### src/rtl/mbs_pkg.sv
`timescale 1ns/1ps
// Package mbs_pkg
// Types shared by the multiplexed bus sequencer. The phase kind names the part
// of a bus cycle the sequencer is in; the output decoder keys off it alone.
package mbs_pkg;

    typedef enum logic [2:0] {
        PK_IDLE = 3'd0,   // no cycle running
        PK_ADDR = 3'd1,   // address strobe window
        PK_GAP  = 3'd2,   // turnaround between address and data
        PK_DATA = 3'd3,   // data strobe window
        PK_TAIL = 3'd4    // closing clock, done pulse
    } phase_kind_e;

endpackage

### src/rtl/mbs_phase_ctr.sv
`timescale 1ns/1ps
// Module mbs_phase_ctr
// Counts the clocks of one bus cycle and decides when a new request is taken.
// Assumes the cycle is laid out as AS_CLKS address clocks, GAP_CLKS turnaround
// clocks, DS_CLKS data-strobe clocks and one closing clock. A request is taken
// when idle or in the closing clock, never in a power-saving mode.
module mbs_phase_ctr
    import mbs_pkg::*;
#(
    parameter int AS_CLKS  = 1,
    parameter int GAP_CLKS = 1,
    parameter int DS_CLKS  = 2
) (
    input  logic        clk,
    input  logic        rst_n,
    input  logic        req_valid,
    input  logic        lp_mode,
    output logic        ready,
    output logic        accept,
    output logic        capture,
    output phase_kind_e kind
);

    localparam int CYC_LEN  = AS_CLKS + GAP_CLKS + DS_CLKS + 1;
    localparam int CW       = $clog2(CYC_LEN);
    localparam logic [CW-1:0] LAST_IDX = CW'(CYC_LEN - 1);
    localparam logic [CW-1:0] CAP_IDX  = CW'(CYC_LEN - 2);
    localparam logic [CW-1:0] GAP_IDX  = CW'(AS_CLKS);
    localparam logic [CW-1:0] DS_IDX   = CW'(AS_CLKS + GAP_CLKS);
    localparam logic [CW-1:0] TAIL_IDX = CW'(AS_CLKS + GAP_CLKS + DS_CLKS);

    logic          active_q;
    logic [CW-1:0] cnt_q;
    logic          last_clk;

    // Purpose: detect the closing clock of a running cycle.
    always_comb begin
        last_clk = active_q && (cnt_q == LAST_IDX);
    end

    // Purpose: handshake decode, open when idle or closing and not in low power.
    always_comb begin
        ready   = !lp_mode && (!active_q || last_clk);
        accept  = req_valid && ready;
        capture = active_q && (cnt_q == CAP_IDX);
    end

    // Purpose: advance the phase counter and start or end cycles.
    always_ff @(posedge clk) begin
        if (!rst_n) begin
            active_q <= 1'b0;
            cnt_q    <= '0;
        end else if (accept) begin
            active_q <= 1'b1;
            cnt_q    <= '0;
        end else if (last_clk) begin
            active_q <= 1'b0;
            cnt_q    <= '0;
        end else if (active_q) begin
            cnt_q    <= cnt_q + CW'(1);
        end
    end

    // Purpose: map the counter onto the phase kind seen by the pin decoder.
    always_comb begin
        if (!active_q) begin
            kind = PK_IDLE;
        end else if (cnt_q < GAP_IDX) begin
            kind = PK_ADDR;
        end else if (cnt_q < DS_IDX) begin
            kind = PK_GAP;
        end else if (cnt_q < TAIL_IDX) begin
            kind = PK_DATA;
        end else begin
            kind = PK_TAIL;
        end
    end

endmodule

### src/rtl/mbs_req_hold.sv
`timescale 1ns/1ps
// Module mbs_req_hold
// Holds the fields of the request being served so the requester may change its
// inputs as soon as the request is taken, and captures read data from the
// shared lines on the last data-strobe clock. Assumes accept and capture never
// coincide (capture is one clock before the closing clock).
module mbs_req_hold #(
    parameter int ADDR_W = 13,
    parameter int DATA_W = 8
) (
    input  logic              clk,
    input  logic              rst_n,
    input  logic              accept,
    input  logic              capture,
    input  logic [ADDR_W-1:0] req_addr,
    input  logic [DATA_W-1:0] req_wdata,
    input  logic              req_write,
    input  logic              req_fetch,
    input  logic [DATA_W-1:0] bus_in,
    output logic [ADDR_W-1:0] held_addr,
    output logic [DATA_W-1:0] held_wdata,
    output logic              held_write,
    output logic              held_fetch,
    output logic [DATA_W-1:0] rd_data
);

    // Purpose: latch the request fields at the edge where it is taken.
    always_ff @(posedge clk) begin
        if (!rst_n) begin
            held_addr  <= '0;
            held_wdata <= '0;
            held_write <= 1'b0;
            held_fetch <= 1'b0;
        end else if (accept) begin
            held_addr  <= req_addr;
            held_wdata <= req_wdata;
            held_write <= req_write;
            held_fetch <= req_fetch;
        end
    end

    // Purpose: sample the shared lines at the end of the data strobe on reads.
    always_ff @(posedge clk) begin
        if (!rst_n) begin
            rd_data <= '0;
        end else if (capture && !held_write) begin
            rd_data <= bus_in;
        end
    end

endmodule

### src/rtl/mbs_pin_drive.sv
`timescale 1ns/1ps
// Module mbs_pin_drive
// Decodes the phase kind and the held request into the bus pins. Purely
// combinational from registered state, so no input reaches a pin in the same
// clock. Assumes DATA_W low address bits share the data lines.
module mbs_pin_drive
    import mbs_pkg::*;
#(
    parameter int ADDR_W = 13,
    parameter int DATA_W = 8
) (
    input  phase_kind_e       kind,
    input  logic [ADDR_W-1:0] held_addr,
    input  logic [DATA_W-1:0] held_wdata,
    input  logic              held_write,
    input  logic              held_fetch,
    output logic [ADDR_W-1:DATA_W] addr_hi,
    output logic [DATA_W-1:0] ad_out,
    output logic              ad_oe,
    output logic              as_str,
    output logic              ds_str,
    output logic              rw,
    output logic              li,
    output logic              done
);

    logic busy;

    // Purpose: strobe, direction and fetch decode per phase kind.
    always_comb begin
        busy   = (kind != PK_IDLE);
        as_str = (kind == PK_ADDR);
        ds_str = (kind == PK_DATA);
        done   = (kind == PK_TAIL);
        rw     = busy ? !held_write : 1'b1;
        li     = busy && held_fetch;
        addr_hi = held_addr[ADDR_W-1:DATA_W];
    end

    // Purpose: shared-line multiplexer, address first, then write data.
    always_comb begin
        case (kind)
            PK_ADDR: begin
                ad_oe  = 1'b1;
                ad_out = held_addr[DATA_W-1:0];
            end
            PK_GAP, PK_DATA, PK_TAIL: begin
                ad_oe  = held_write;
                ad_out = held_write ? held_wdata : '0;
            end
            default: begin
                ad_oe  = 1'b0;
                ad_out = '0;
            end
        endcase
    end

endmodule

### src/rtl/mux_bus_seq.sv
`timescale 1ns/1ps
// Module mux_bus_seq (top)
// Sequences processor requests onto a bus where the low address byte and data
// share one set of lines. Fixed cycle: address strobe, turnaround, data strobe,
// closing clock with done. Assumes the requester holds a request until
// req_ready_o is seen high with it, and that the pad ring merges ad_o/ad_oe_o/ad_i.
module mux_bus_seq
    import mbs_pkg::*;
#(
    parameter int ADDR_W   = 13,
    parameter int DATA_W   = 8,
    parameter int AS_CLKS  = 1,
    parameter int GAP_CLKS = 1,
    parameter int DS_CLKS  = 2
) (
    input  logic                   clk,
    input  logic                   rst_n,
    input  logic                   req_valid_i,
    input  logic [ADDR_W-1:0]      req_addr_i,
    input  logic [DATA_W-1:0]      req_wdata_i,
    input  logic                   req_write_i,
    input  logic                   req_fetch_i,
    input  logic                   lp_mode_i,
    output logic                   req_ready_o,
    output logic [ADDR_W-1:DATA_W] addr_hi_o,
    output logic [DATA_W-1:0]      ad_o,
    output logic                   ad_oe_o,
    input  logic [DATA_W-1:0]      ad_i,
    output logic                   as_o,
    output logic                   ds_o,
    output logic                   rw_o,
    output logic                   li_o,
    output logic [DATA_W-1:0]      rd_data_o,
    output logic                   done_o
);

    phase_kind_e       kind;
    logic              accept;
    logic              capture;
    logic [ADDR_W-1:0] held_addr;
    logic [DATA_W-1:0] held_wdata;
    logic              held_write;
    logic              held_fetch;

    mbs_phase_ctr #(
        .AS_CLKS  (AS_CLKS),
        .GAP_CLKS (GAP_CLKS),
        .DS_CLKS  (DS_CLKS)
    ) u_phase (
        .clk       (clk),
        .rst_n     (rst_n),
        .req_valid (req_valid_i),
        .lp_mode   (lp_mode_i),
        .ready     (req_ready_o),
        .accept    (accept),
        .capture   (capture),
        .kind      (kind)
    );

    mbs_req_hold #(
        .ADDR_W (ADDR_W),
        .DATA_W (DATA_W)
    ) u_hold (
        .clk        (clk),
        .rst_n      (rst_n),
        .accept     (accept),
        .capture    (capture),
        .req_addr   (req_addr_i),
        .req_wdata  (req_wdata_i),
        .req_write  (req_write_i),
        .req_fetch  (req_fetch_i),
        .bus_in     (ad_i),
        .held_addr  (held_addr),
        .held_wdata (held_wdata),
        .held_write (held_write),
        .held_fetch (held_fetch),
        .rd_data    (rd_data_o)
    );

    mbs_pin_drive #(
        .ADDR_W (ADDR_W),
        .DATA_W (DATA_W)
    ) u_pins (
        .kind       (kind),
        .held_addr  (held_addr),
        .held_wdata (held_wdata),
        .held_write (held_write),
        .held_fetch (held_fetch),
        .addr_hi    (addr_hi_o),
        .ad_out     (ad_o),
        .ad_oe      (ad_oe_o),
        .as_str     (as_o),
        .ds_str     (ds_o),
        .rw         (rw_o),
        .li         (li_o),
        .done       (done_o)
    );

endmodule

### config.mk
export PLATFORM = sky130hd
export DESIGN_NAME = mux_bus_seq
export DESIGN_NICKNAME = d
export VERILOG_FILES = /design/src/rtl/mbs_pkg.sv /design/src/rtl/mbs_phase_ctr.sv /design/src/rtl/mbs_req_hold.sv /design/src/rtl/mbs_pin_drive.sv /design/src/rtl/mux_bus_seq.sv
export SDC_FILE = /design/constraint.sdc
export NUM_CORES = 1
export LEC_CHECK = 0
export BUFFER_PORTS_ARGS = -buffer_cell sky130_fd_sc_hd__buf_4
export CORE_MARGIN = 2
export CORE_UTILIZATION = 40
export CTS_CLUSTER_SIZE = 14
export DETAILED_ROUTE_END_ITERATION = 12
export PLACE_DENSITY = 0.73
export SETUP_SLACK_MARGIN = 0.02
export SLEW_MARGIN = 10
export SYNTH_ARGS = -nofsm -noshare
export SYNTH_HDL_FRONTEND = slang
export SYNTH_SLANG_ARGS = --single-unit
### constraint.sdc
create_clock -name clk -period 2.1 [get_ports clk]
set_clock_uncertainty 0.2 [all_clocks]
set_input_delay 0.315 -clock clk [delete_from_list [all_inputs] [get_ports clk]]
set_output_delay 0.315 -clock clk [all_outputs]
set_load 0.02 [all_outputs]
==> flow_summary.toml <==
[finish]
fillerInstances = 374
seqCellArea_sq_um = 703
drive_gt1_frac = 0.391
fin_nets = 280
antenna_cells = 0
area_growth_syn_to_layout_pct = 41.7
multiInputGateArea_sq_um = 832
layout_common_cells = "buf_4, nand2_1, dfxtp_1"
mostFrequentLayoutCell = "buf_4"

[die]
coreArea_sq_um = 3970
die_h_microns = 68.2
initial_core_util = 0.415
pin_count = 63
die-area_sq_um = 4650
die_w_microns = 68.2
row_count = 23

[clock_tree]
tritoncts = "built"
cts.sinks = 35
clock_latency_ps = 270
htreeDepth = 2
cts.clk_slew.worst_paths_ps = 70
clockBufferDepth = 2
cts_made_buffers = 5
root_buffer = "clkbuf_8"
ctsHoldBuffers = 0

[sta]
setup_violations = 0
fin_setup_tns_ps = 0
fin_crit_sh = 0.948
rsz0062_at_grt = "true"
drv_slew = 0
fin_hold_ws_ps = 89.1
worst_pin_slew_ps = 515
timing.fmax_mhz = 502
setup_ws_ps = 109
hold_viol_final = 0
maxSlewHeadroom = 0.657
period_needed_ps = 1990

[worst_setup_path]
critPathRequiredTime_ps = 1580
worstSetupEndpointType = "output port"
crit_arrival_ps = 1480
path_delay_family = "buffers and inverters"
crit_chain = "buf_6 -> nor4b_4 -> buf_4 -> a22o_1 -> buf_4"
timing.critical_path.mode_cell = "buf_4"
worst-path-max-fanout = 5
cp_slowest_cell = "dfxtp_2"
cp_slowest_stage_delay_ps = 320
path_class = "flip-flop to output port"
cp-start-kind = "flip-flop"
critPathBufInv = 3

[global_routing]
grt.total_usage = 0.155
grt_pass1_vias = 1243
globalRoute.totalOverflow = 0
antenna_found_initial = 0
grt_pass1_wl_microns = 5390
grt_max_degree = 59

[routing]
drt-total-wl_microns = 3480
first_pass_iters = 4
drcViolationCount = 0
drt_iter0_drc = 41
dr_total_vias = 1356
postRouteAntennaNets = 0
via_per_inst = 4.63
wire_per_inst_microns = 11.9

[logic_synthesis]
synth_cell_types = 26
synth_area_per_cell_sq_um = 9.59
synth_cells = 172
yosysSeqAreaShare = 0.425
ys_warn_count = 0
yosys.area.top_type_share = 0.425
synthTopCellsByArea = "dfxtp_1, mux2i_1, nand2_1"
synth_fp_nets = 210
ys_ff_latch = 35
synthesis.area_sq_um = 1650
yosys.area.top_type = "dfxtp_1"

[job]
drv_cap = 0

[pwr]
p_comb_frac = 0.152
powerDensity_nw_per_um2 = 615
p_leak_uw = 0.00109
ir_drop_uv = 458
p_int_uw = 1110
p_seq_frac = 0.490
p_clk_frac = 0.357
power_uw = 1440
p_sw_uw = 327
sw_frac_of_total = 0.227

[min_path]
min_path_type = "input pin to flip-flop"

[place]
io_buffers = 62
dp_hpwl_microns = 2510
gp_congestion = 0.807
post-place-ws_ps = 116

[status]
status = "complete, no violations"
[cells in the mapped netlist]
| master | count |
|---|---|
| nor3b_1 | 3 |
| nand2_1 | 48 |
| inv_1 | 3 |
| buf_4 | 5 |
| buf_12 | 2 |
| a31oi_1 | 1 |
| and3_1 | 1 |
| buf_6 | 1 |
| o21a_1 | 1 |
| clkbuf_1 | 5 |
| nor3b_2 | 1 |
| nor2b_1 | 10 |
| nand3b_1 | 1 |
| buf_2 | 3 |
| nand2b_1 | 1 |
| a21boi_2 | 1 |
| a22o_1 | 8 |
| nor2_1 | 1 |
| ha_1 | 3 |
| a21oi_1 | 2 |
| and2_1 | 1 |
| and2_2 | 1 |
| nor4b_4 | 1 |
| a31oi_2 | 1 |
| mux2i_1 | 32 |
| dfxtp_1 | 35 |
[registers in the layout (all words and copies together), names as in the netlist]
register / count
u_hold.held_addr: 13
u_hold.held_wdata: 8
u_hold.rd_data: 8
u_phase.cnt_q: 3
u_hold.held_fetch: 1
u_hold.held_write: 1
u_phase.active_q: 1
[timing repair]
item / 4_1_cts / 5_1_grt
endpoints found under the setup margin: 5 / 20
buffers inserted: 0 / 4
gates cloned: 0 / 0
pin swaps: 1 / 3
resized for setup: 0 / 11
[tightest hold or removal path, stage by stage]
cell     delay [ps]
buf_4           110
nand2_1          50
mux2i_1          50
[routing by layer]
| metal | global-route usage | part of all wire | vias to the layer above |
|---|---|---|---|
| met2 | 0.260 | 0.46 | 49 |
| met3 | 0.0641 | 0.081 | 4 |
| met1 | 0.184 | 0.45 | 593 |
| met4 | 0.0375 | 0.0083 | 0 |
| li1 | - | - | 710 |
| met5 | 0 | 0 | - |
[worst paths after layout]
path,start,end,slack [ps],cells after the start
worst min-delay path,req_wdata_i[3],u_hold.held_wdata[3],90,3
worst max register to register,u_phase.cnt_q[1],u_hold.held_addr[8],340,7
worst min register to register,u_hold.held_wdata[1],u_hold.held_wdata[1],260,2
worst max-delay path,u_phase.cnt_q[1],ad_o[7],110,5
[through the flow]
| stage | instances | instance area, sq um | utilization |
|---|---|---|---|
| after floorplan | 172 | 1650 | - |
| after global placement | 281 | 2170 | 0.547 |
| after detailed placement | 281 | 2170 | 0.547 |
| after CTS | 289 | 2270 | 0.572 |
| after global routing | 293 | 2340 | 0.589 |
| final | 293 | 2340 | 0.589 |
[final cells by class]
cell class | count | area share
timing repair buffer | 79 | 0.269
sequential | 35 | 0.301
tap | 50 | 0.0268
multi-input combinational | 118 | 0.356
clock buffer | 8 | 0.0428
inverter | 3 | 0.00482
[cells by family (layout without fill, tap and decap cells)]
| group | after synthesis | count (layout) | synth area share |
|---|---|---|---|
| simple gates | 69 | 69 | 0.206 |
| mux | 32 | 32 | 0.194 |
| buf+inv | 19 | 90 | 0.0812 |
| compound gates | 14 | 14 | 0.0713 |
| fa+ha+maj | 3 | 3 | 0.0228 |
| flops | 35 | 35 | 0.425 |
[power by group through the flow]
stage	Clock (uW)	Combinational, uW	Sequential [uW]
after floorplan	0	125	716
after global placement	0	208	718
after detailed placement	0	211	718
after CTS	536	211	704
after global routing	566	239	707
final	514	219	705
Note: power is estimated with default switching activity, not from simulation.
